File: src/rtl/thermal_pkg.sv
package thermal_pkg;

    localparam int NEV        = 5;
    localparam int EV_BUS_FLT = 0;
    localparam int EV_BAT_FLT = 1;
    localparam int EV_DIE_FLT = 2;
    localparam int EV_TS_ALM  = 3;
    localparam int EV_DIE_ALM = 4;

    typedef enum logic [1:0] {
        ST_IDLE = 2'd0,
        ST_RUN  = 2'd1,
        ST_TRIP = 2'd2
    } chg_state_e;

endpackage

File: src/rtl/therm_chan_cmp.sv
module therm_chan_cmp #(
    parameter int W       = 10,
    parameter bit HOT_LOW = 1'b1
) (
    input  logic [W-1:0] sample,
    input  logic [W-1:0] flt_thr,
    input  logic [W-1:0] alm_thr,
    input  logic         dis,
    output logic         fault,
    output logic         alarm
);

    generate
        if (HOT_LOW) begin : g_hot_low
            // code falls as temperature rises; alarm band sits just above the fault level
            always_comb begin
                fault = !dis && (sample <= flt_thr);
                alarm = !dis && (sample > flt_thr) && (sample <= alm_thr);
            end
        end else begin : g_hot_high
            always_comb begin
                fault = !dis && (sample >= flt_thr);
                alarm = !dis && (sample > alm_thr);
            end
        end
    endgenerate

endmodule

File: src/rtl/therm_evt_bank.sv
module therm_evt_bank #(
    parameter int NEV       = 5,
    parameter int INT_PULSE = 8
) (
    input  logic           clk,
    input  logic           rst_n,
    input  logic           smp_valid,
    input  logic [NEV-1:0] cond_in,
    input  logic [NEV-1:0] mask,
    input  logic           flag_clr,
    output logic [NEV-1:0] cond_q,
    output logic [NEV-1:0] stat,
    output logic [NEV-1:0] flag,
    output logic           int_n
);

    localparam int CW = $clog2(INT_PULSE + 1);
    localparam logic [CW-1:0] PULSE_LD = CW'(INT_PULSE);

    logic [NEV-1:0] flag_nxt;
    logic [NEV-1:0] set_vec;
    logic [CW-1:0]  pulse_cnt;
    logic           new_flag;

    always_comb begin
        set_vec  = smp_valid ? (cond_in & ~mask) : '0;
        flag_nxt = (flag_clr ? '0 : flag) | set_vec;
        new_flag = |(flag_nxt & ~flag);
    end

    always_ff @(posedge clk or negedge rst_n) begin
        if (!rst_n) begin
            cond_q <= '0;
            flag   <= '0;
        end else begin
            if (smp_valid) cond_q <= cond_in;
            flag <= flag_nxt;
        end
    end

    always_ff @(posedge clk or negedge rst_n) begin
        if (!rst_n)          pulse_cnt <= '0;
        else if (new_flag)   pulse_cnt <= PULSE_LD;
        else if (pulse_cnt != '0) pulse_cnt <= pulse_cnt - 1'b1;
    end

    assign stat  = cond_q & ~mask;
    assign int_n = (pulse_cnt == '0);

endmodule

File: src/rtl/therm_chg_fsm.sv
module therm_chg_fsm
    import thermal_pkg::*;
(
    input  logic clk,
    input  logic rst_n,
    input  logic fault_act,
    input  logic cen_wr,
    input  logic cen_wdata,
    output logic chg_en,
    output logic conv_on
);

    chg_state_e state_q, state_d;
    logic       req_on, req_off;

    assign req_on  = cen_wr && cen_wdata && !fault_act;
    assign req_off = cen_wr && !cen_wdata;

    always_comb begin
        state_d = state_q;
        unique case (state_q)
            ST_IDLE: if (req_on) state_d = ST_RUN;
            ST_RUN: begin
                if (fault_act)    state_d = ST_TRIP;
                else if (req_off) state_d = ST_IDLE;
            end
            ST_TRIP: begin
                if (req_on)       state_d = ST_RUN;
                else if (req_off) state_d = ST_IDLE;
            end
            default: state_d = ST_IDLE;
        endcase
    end

    always_ff @(posedge clk or negedge rst_n) begin
        if (!rst_n) state_q <= ST_IDLE;
        else        state_q <= state_d;
    end

    always_comb begin
        chg_en  = 1'b0;
        conv_on = 1'b0;
        unique case (state_q)
            ST_RUN: begin
                chg_en  = 1'b1;
                conv_on = 1'b1;
            end
            ST_IDLE, ST_TRIP: begin
                chg_en  = 1'b0;
                conv_on = 1'b0;
            end
            default: begin
                chg_en  = 1'b0;
                conv_on = 1'b0;
            end
        endcase
    end

endmodule

File: src/rtl/thermal_guard.sv
module thermal_guard
    import thermal_pkg::*;
#(
    parameter int TW        = 10,
    parameter int DW        = 8,
    parameter int INT_PULSE = 8
) (
    input  logic          clk,
    input  logic          rst_n,
    input  logic          smp_valid,
    input  logic [TW-1:0] bus_code,
    input  logic [TW-1:0] bat_code,
    input  logic [DW-1:0] die_code,
    input  logic [TW-1:0] bus_flt_thr,
    input  logic [TW-1:0] bat_flt_thr,
    input  logic [DW-1:0] die_flt_thr,
    input  logic [DW-1:0] die_alm_thr,
    input  logic          bus_flt_dis,
    input  logic          bat_flt_dis,
    input  logic          die_flt_dis,
    input  logic [4:0]    evt_mask,
    input  logic          flag_clr,
    input  logic          cen_wr,
    input  logic          cen_wdata,
    output logic          chg_en,
    output logic          conv_on,
    output logic [4:0]    evt_stat,
    output logic [4:0]    evt_flag,
    output logic          int_n
);

    // band of 5% pull-up over a code range spanning 0..50%: one tenth of full scale
    localparam int            BAND    = (2 ** TW) / 10;
    localparam logic [TW:0]   BAND_W  = (TW + 1)'(BAND);
    localparam logic [TW:0]   CODE_MX = {1'b0, {TW{1'b1}}};

    logic [TW-1:0] ts_code [2];
    logic [TW-1:0] ts_thr  [2];
    logic [TW-1:0] ts_alm  [2];
    logic          ts_dis  [2];
    logic [1:0]    ts_flt, ts_almv;
    logic          die_flt, die_alm;
    logic [NEV-1:0] cond_now, cond_q;
    logic          fault_act;

    assign ts_code[0] = bus_code;
    assign ts_code[1] = bat_code;
    assign ts_thr[0]  = bus_flt_thr;
    assign ts_thr[1]  = bat_flt_thr;
    assign ts_dis[0]  = bus_flt_dis;
    assign ts_dis[1]  = bat_flt_dis;

    generate
        for (genvar g = 0; g < 2; g++) begin : g_ts
            logic [TW:0] top_sum;
            assign top_sum   = {1'b0, ts_thr[g]} + BAND_W;
            assign ts_alm[g] = (top_sum > CODE_MX) ? {TW{1'b1}} : top_sum[TW-1:0];

            therm_chan_cmp #(.W(TW), .HOT_LOW(1'b1)) u_ts (
                .sample  (ts_code[g]),
                .flt_thr (ts_thr[g]),
                .alm_thr (ts_alm[g]),
                .dis     (ts_dis[g]),
                .fault   (ts_flt[g]),
                .alarm   (ts_almv[g])
            );
        end
    endgenerate

    therm_chan_cmp #(.W(DW), .HOT_LOW(1'b0)) u_die (
        .sample  (die_code),
        .flt_thr (die_flt_thr),
        .alm_thr (die_alm_thr),
        .dis     (die_flt_dis),
        .fault   (die_flt),
        .alarm   (die_alm)
    );

    always_comb begin
        cond_now             = '0;
        cond_now[EV_BUS_FLT] = ts_flt[0];
        cond_now[EV_BAT_FLT] = ts_flt[1];
        cond_now[EV_DIE_FLT] = die_flt;
        cond_now[EV_TS_ALM]  = |ts_almv;
        cond_now[EV_DIE_ALM] = die_alm;
    end

    therm_evt_bank #(.NEV(NEV), .INT_PULSE(INT_PULSE)) u_evt (
        .clk       (clk),
        .rst_n     (rst_n),
        .smp_valid (smp_valid),
        .cond_in   (cond_now),
        .mask      (evt_mask),
        .flag_clr  (flag_clr),
        .cond_q    (cond_q),
        .stat      (evt_stat),
        .flag      (evt_flag),
        .int_n     (int_n)
    );

    // faults act regardless of masking
    assign fault_act = cond_q[EV_BUS_FLT] | cond_q[EV_BAT_FLT] | cond_q[EV_DIE_FLT];

    therm_chg_fsm u_fsm (
        .clk       (clk),
        .rst_n     (rst_n),
        .fault_act (fault_act),
        .cen_wr    (cen_wr),
        .cen_wdata (cen_wdata),
        .chg_en    (chg_en),
        .conv_on   (conv_on)
    );

endmodule

File: config.mk
export PLATFORM = sky130hd
export DESIGN_NAME = thermal_guard
export DESIGN_NICKNAME = d
export VERILOG_FILES = /design/src/rtl/thermal_pkg.sv /design/src/rtl/therm_chan_cmp.sv /design/src/rtl/therm_evt_bank.sv /design/src/rtl/therm_chg_fsm.sv /design/src/rtl/thermal_guard.sv
export SDC_FILE = /design/constraint.sdc
export NUM_CORES = 1
export LEC_CHECK = 0
export ABC_AREA = 0
export BUFFER_PORTS_ARGS = -buffer_cell sky130_fd_sc_hd__buf_2
export CORE_ASPECT_RATIO = 0.75
export CORE_MARGIN = 8
export CORE_UTILIZATION = 40
export CTS_CLUSTER_DIAMETER = 30
export DETAILED_ROUTE_END_ITERATION = 10
export PLACE_DENSITY = 0.66
export SKIP_LAST_GASP = 1
export SYNTH_ARGS = -nofsm -noshare
export SYNTH_HDL_FRONTEND = slang
export SYNTH_SLANG_ARGS = --single-unit
File: constraint.sdc
create_clock -name clk -period 2.67 [get_ports clk]
set_input_delay 0.1335 -clock clk [delete_from_list [all_inputs] [get_ports clk]]
set_output_delay 0.1335 -clock clk [all_outputs]
set_load 0.05 [all_outputs]
---- Word level (Yosys, flattened, before mapping) ----
Index checks and enable logic that the tools add are counted.
storage, ports and cells
  bits in registers ....................... 16
  bits in latches ......................... 0
  bits in writable memories ............... 0
  bits in read-only memories .............. 0
  bits of input ports ..................... 78
  output and inout port bits .............. 13
  word-level logic and storage cells ...... 62
  memories kept ........................... 0
operators by class
  add/sub/neg operators ................... 3
  multipliers ............................. 0
  divide/modulo/power cells ............... 0
  magnitude comparators ................... 10
  equal/unequal tests ..................... 3
  shifts and indexed selects .............. 0
  mux-type cells .......................... 12
  bitwise operators ....................... 8
  reductions and logical operators ........ 22
operators with widths
  cell                                                    number
  <= comparator 10 bit                                    4
  adder 10 x 7 -> 11 bit (second input constant)          2
  > comparator 11 x 10 -> 1 bit (second input constant)   2
  > comparator 10 bit                                     2
  2-to-1 mux 10 bit                                       2
  bitwise AND 5 bit                                       3
  logical AND 1 bit                                       11
  2-to-1 mux 5 bit                                        2
  NOT 5 bit                                               2
  >= comparator 8 bit                                     1
  > comparator 8 bit                                      1
  2-to-1 mux 2 bit                                        4
  2-to-1 mux 4 bit                                        2
  one-hot mux 2 bit (3 select lines)                      1
  logical NOT 1 bit                                       5
  OR 5 bit                                                1
  OR reduction 5 bit                                      1
  logical NOT 4 bit                                       1
  nonzero test 4 bit                                      1
  subtractor 4 x 1 -> 4 bit (second input constant)       1
  == test 2 x 1 -> 1 bit (second input constant)          1
  == test 2 bit (second input constant)                   1
  logical NOT 2 bit                                       1
  inequality test 2 x 1 -> 1 bit (second input constant)  1
  4 further kinds                                         5

---- Longest topological paths before layout ----
  depth after elaboration ................. 12
  mapped depth ............................ 14
  mapped depth without buffers ............ 14

---- By module ----
Synthesis repeated with hierarchy kept, for this count alone.
second synthesis, totals
  cells, all modules ...................... 359
  area total of the unflattened synthesis .. 2841.5 µm²
by module, submodules not included
  module                             instances  cells an instance  area an instance (µm²)
  therm_chan_cmp (g_ts[0].u_ts ...)  2          72                 535.5
  therm_evt_bank                     1          64                 674.4
  thermal_guard                      1          89                 583.1
  therm_chan_cmp (u_die)             1          53                 396.6
  therm_chg_fsm                      1          9                  116.4

---- Worst setup path before layout ----
No wires, ideal clock.
  path type ............................... input to register
  start point ............................. input port bus_flt_thr[1]
  end point ............................... register u_evt.pulse_cnt[1]
  library setup time ...................... 137 ps
  data arrival time ....................... 2963 ps
  path slack .............................. -431 ps
  stages .................................. 14
  path buffers ............................ 0
  path through ............................ inv_1 -> ha_1 -> o21ai_0 -> nor4_1 -> a21oi_1 -> nor2_1 -> nor2_1 -> ha_1 -> a21oi_2 -> o21ai_1 -> a2111o_1 -> a2111o_1 -> a2111oi_4 -> nor4b_1
between the ends
  longest elaborated chain between the ends .. 12
  elaborated cells between the ends (all ways) .. 17
  classes of those cells .................. 1 x add/sub; 4 x order compare; 3 x mux; 3 x bitwise; 6 x reduce/logical
RTL lines
  element                                                        RTL line              text
  start: declaration                                             thermal_guard.sv:14   input logic [TW-1:0] bus_flt_thr,
  adder 10 x 7 -> 11 bit                                         thermal_guard.sv:56   assign top_sum = {1'b0, ts_thr[g]} + BAND_W;
  > comparator 11 x 10 -> 1 bit                                  thermal_guard.sv:57   assign ts_alm[g] = (top_sum > CODE_MX) ? {TW{1'b1}} : top_sum[TW-1:0];
  2-to-1 mux 10 bit                                              thermal_guard.sv:57
  <= comparator 10 bit                                           therm_chan_cmp.sv:18  alarm = !dis && (sample > flt_thr) && (sample <= alm_thr);
  logical AND 1 bit                                              therm_chan_cmp.sv:18
  OR reduction 2 bit                                             thermal_guard.sv:84   cond_now[EV_TS_ALM] = |ts_almv;
  bitwise AND 5 bit *                                            therm_evt_bank.sv:26  set_vec = smp_valid ? (cond_in & ~mask) : '0;
  2-to-1 mux 5 bit *                                             therm_evt_bank.sv:26
  OR 5 bit *                                                     therm_evt_bank.sv:27  flag_nxt = (flag_clr ? '0 : flag) | set_vec;
  bitwise AND 5 bit *                                            therm_evt_bank.sv:28  new_flag = |(flag_nxt & ~flag);
  OR reduction 5 bit *                                           therm_evt_bank.sv:28
  2-to-1 mux 4 bit / nonzero test 2 bit (equally long branches)  -
  end signal: assignment                                         therm_evt_bank.sv:44  else if (pulse_cnt != '0) pulse_cnt <= pulse_cnt - 1'b1;
  end: declaration                                               therm_evt_bank.sv:22  logic [CW-1:0] pulse_cnt;
Every way passes the cells marked *; elsewhere a longest branch is shown, timed or not.
A chain may end at the register's enable or synchronous reset.

---- Worst setup path in the final report ----
  start point ............................. input port bus_flt_thr[1]
  end point ............................... register u_evt.flag[3]
between the ends
  longest elaborated chain between the ends .. 9
  elaborated cells between the ends (all ways) .. 11
  classes of those cells .................. 1 x add/sub; 3 x order compare; 2 x mux; 2 x bitwise; 3 x reduce/logical
RTL lines
  element                        RTL line              text
  adder 10 x 7 -> 11 bit         thermal_guard.sv:56
  > comparator 11 x 10 -> 1 bit  thermal_guard.sv:57
  2-to-1 mux 10 bit              thermal_guard.sv:57
  <= comparator 10 bit           therm_chan_cmp.sv:18
  logical AND 1 bit *            therm_chan_cmp.sv:18
  OR reduction 2 bit *           thermal_guard.sv:84
  bitwise AND 5 bit *            therm_evt_bank.sv:26
  2-to-1 mux 5 bit *             therm_evt_bank.sv:26
  OR 5 bit *                     therm_evt_bank.sv:27
  net u_evt.flag_nxt[3]          therm_evt_bank.sv:20  logic [NEV-1:0] flag_nxt;
  end signal: assignment         therm_evt_bank.sv:37  flag <= flag_nxt;
  end: declaration               therm_evt_bank.sv:13  output logic [NEV-1:0] flag,
The timed path passes the listed nets; every way through them passes the cells marked *.

==> impl_summary.md <==
Setup path
At the worst endpoint, the required time is ~2900 ps. The worst register-to-register path has a setup slack of 970 ps. The worst setup path is launched from an input pin.

The endpoint identified for the worst register-to-register timing path is u_evt.pulse_cnt[1]. The worst setup path is of the input pin to flip-flop kind. STA classifies the critical path endpoint as a flip-flop.

Walking the worst path, the cells encountered are buf_12, inv_12, ha_4, o21ai_2, nor4_1, a21oi_1, nor2_2, nor2_1, ha_1, a21oi_2, o21ai_1, a2111o_1, a2111o_1, buf_4, buf_6, a211oi_2, a21o_1. The delay of the slowest cell on the worst path is about 430 ps. Along the worst path, the maximum fanout reaches 5. At the worst endpoint, the arrival time is ~3100 ps. Counting cells, the worst reg-to-reg path comes to 5. The largest individual stage delay along the critical path comes from the cell a2111o_1. The most frequent cell on the critical path is a2111o_1. The startpoint identified for the worst register-to-register timing path is u_evt.pulse_cnt[0].

CTS
TritonCTS created 3 clock buffers. Clock-pin slew was measured on the worst setup and hold paths at 60 ps. Counting every sink on the clock net gives 16. The clock tree from TritonCTS is built. The maximum clock insertion buffer count is 2.

For the worst-skew pair, the clock arrives at the later sink with an insertion delay of 250 ps. The root buffer cell chosen for the clock tree is clkbuf_8. CTS built an H-tree with a depth of 1.

Global route
The met1 usage is 0.225. The met3 usage in global routing is 0.0419. The highest-utilization routing layer at the global route stage is met2.

The global routing usage summed across all routing layers is 0.164. The wire length of the first global-routing pass is 12.6 mm. The met2 track demand over resource is 0.256.

Summed over all layers, the global routing overflow is 0. The pin count of the biggest net entering global routing is 17. The number of antenna violations at the first check in global routing is 0. The via count of the first global-routing pass is 2,775.

Detailed routing
After detailed routing, the number of remaining DRC violations is 0. After detailed routing, the number of vias per cell comes to 5.17. The first-pass iteration count of the detailed router is 4.

The iteration-0 DRC count of the detailed router is 66. Dividing the detail-routed wire length by the instance count gives between 10 and 15 um. After detailed routing, the total wire length is 7.82 mm. Across all layers, the routed design uses roughly 2,800 vias.

The number of routed nets with antenna violations is 0.

Logic synthesis
The number of flip-flops and latches in the synthesized netlist is 16. The flip-flop cell with the highest count after synthesis is dfrtp_1. For this run, the number of Yosys warnings is 0. The cell count after synthesis is 330.

The number of enable flip-flop cells after synthesis is 0. A synthesized cell averages a little under 8 um2. Of the post-synthesis cell area, the dominant cell type holds 0.284. By area the synthesized netlist is led by ha_1 (28%), dfrtp_1 (15%), inv_1 (7.7%). The mapped netlist covers between 2000 and 3000 um2. The sequential share of the synthesized area is 0.154. The largest area contributor in the netlist is ha_1.

The number of nets handed over by synthesis was 467. The proportion of synthesized flip-flops having asynchronous set or reset is 1.00. The number of distinct library cells after synthesis is 50.

Timing
Derived from the worst setup path, the maximum achievable clock frequency is about 0.34 GHz. The max-slew violation total from the final report is 0. After layout, the worst setup slack is -273 ps. Of the available clock period, the critical path in the final layout requires 1.10. The count of endpoints failing hold in the final timing report is 0. On the final layout, the worst clock skew is 1.14 ps. Setup repair after global routing could not meet its margin everywhere.

Setup violations remaining at the end of the flow were counted as 6. The worst relative slew slack is 0.657. The post-layout minimum cycle time is 2940 ps. At the pin with the least slew margin, the transition time is a little over 500 ps.

Pwr
The total chip power is roughly 1.3 mW. The worst supply voltage drop on vdd is 0.000198 V. The leakage power total is 2.00 nW. Dividing total power by cell area gives a power density of 357 nW/um2.

Die
The die extent in y is 85.8 um. The floorplan step defined a core boundary enclosing 6290 um2. The die footprint is 9360 um2. In this run the core area contains 25 standard-cell rows. The starting density of the core is 0.414. 91 I/O pins were placed. The floorplan step set the die width to around 110 um.

Job
Max-cap violations in this run came to 0.

Worst hold path
The destination of the worst hold path is u_evt.flag[2]. Along the worst hold path, the cell count comes to 2. The startpoint identified for the worst hold timing path is flag_clr. The kind of path behind the tightest hold check is input pin to flip-flop.

Status
The checks that failed: negative setup slack. The run finished, with violations left.

Cells and area
In the layout the commonest cells are buf_2 (87), ha_1 (57), inv_1 (49). The net total in the final layout is 606. The post-layout utilization of the core is 0.587. The repair_antennas step left the layout with diodes totalling 0. The share of layout cells above drive strength 1 is 0.368. The commonest non-fill, non-tap cell in the layout is buf_2. The synthesis-to-finish area growth is 42.0%.

Placement
The number of buffers added on ports is 90. Once detailed placement completed, the half-perimeter wirelength came to 6.78 mm. The routability-driven placement congestion ratio is 0.824.
-- area by class of cell --
| cell class | count | area, um2 |
|---|---|---|
| inverters | 53 | 216 |
| flip-flops and latches | 16 | 400 |
| clock buffers | 4 | 55.1 |
| fillers | 598 | 2600 |
| repair buffers | 137 | 841 |
| well taps | 81 | 101 |
| multi-input cells | 258 | 2080 |
-- what timing repair did --
action / 4_1_cts / 5_1_grt
setup endpoints to repair: 6 / 6
endpoints found under the hold margin: 16 / 0
resized for setup: 23 / 5
setup buffers: 6 / 2
pin swaps: 23 / 4
hold buffers: 1 / 0
-- state kept, by name (all words and copies together) (netlist names) --
signal           count
u_evt.flag           5
u_evt.pulse_cnt      4
u_evt.cond_q         5
u_fsm.state_q        2
-- per-stage QoR --
step / std cells / worst slack, ps / setup TNS [ps] / hold WS [ps] / area (um2)
floorplan: 330 / -245 / -954 / -162 / 2640
global placement: 536 / -578 / -3150 / 63.2 / 3460
detailed placement: 536 / -662 / -3560 / 71.5 / 3460
CTS: 547 / -141 / -622 / 113 / 3660
global route: 549 / -390 / -2090 / 130 / 3690
finish: 549 / -273 / -1410 / 121 / 3690
-- cells in the mapped netlist, types with 8 or more instances --
master	count
xnor2_1	9
nand3_1	8
a211oi_1	8
nor2_1	20
nand2_1	23
o21ai_0	21
nand4_1	9
a21oi_1	21
nor2b_1	8
ha_1	59
a21o_1	8
dfrtp_1	16
inv_1	53
-- how the worst max path moves through the flow --
stage	cells after the start	start	end	slack (ps)
after floorplan	14	bus_flt_thr[1]	u_evt.pulse_cnt[1]	-240
after global placement	15	bus_flt_thr[1]	u_evt.pulse_cnt[1]	-580
after detailed placement	15	bus_flt_thr[1]	u_evt.pulse_cnt[1]	-660
after CTS	15	bus_flt_thr[1]	u_evt.pulse_cnt[1]	-140
after global routing	15	bus_flt_thr[1]	u_evt.pulse_cnt[3]	-390
final	17	bus_flt_thr[1]	u_evt.flag[3]	-270
-- power breakdown --
| part | internal [mW] | switching, mW |
|---|---|---|
| clock | 0.131 | 0.0864 |
| combinational | 0.352 | 0.421 |
| sequential | 0.293 | 0.0330 |
-- worst max-delay path, delay by kind of cell --
| family | cells | cell delay [ps] |
|---|---|---|
| AND/OR/NAND/NOR | 3 | 550 |
| AO/OA/AOI/OAI | 8 | 1470 |
| buffers and inverters | 4 | 400 |
| adder cells (fa/ha/maj) | 2 | 580 |
-- routing by layer --
metal	share of wire	vias to the layer above
met4	0.0024	0
met5	0	-
met1	0.48	1291
met3	0.068	2
met2	0.45	69
li1	-	1477
-- cell families after synthesis --
family                   Yosys count  synth area share
AO/OA/AOI/OAI                     84             0.221
XOR/XNOR                           9            0.0303
adder cells (fa/ha/maj)           59             0.284
buffers and inverters             56            0.0828
flip-flops                        16             0.154
multiplexers                       5            0.0197
AND/OR/NAND/NOR                  101             0.208
(Power assumes the default switching activity.)
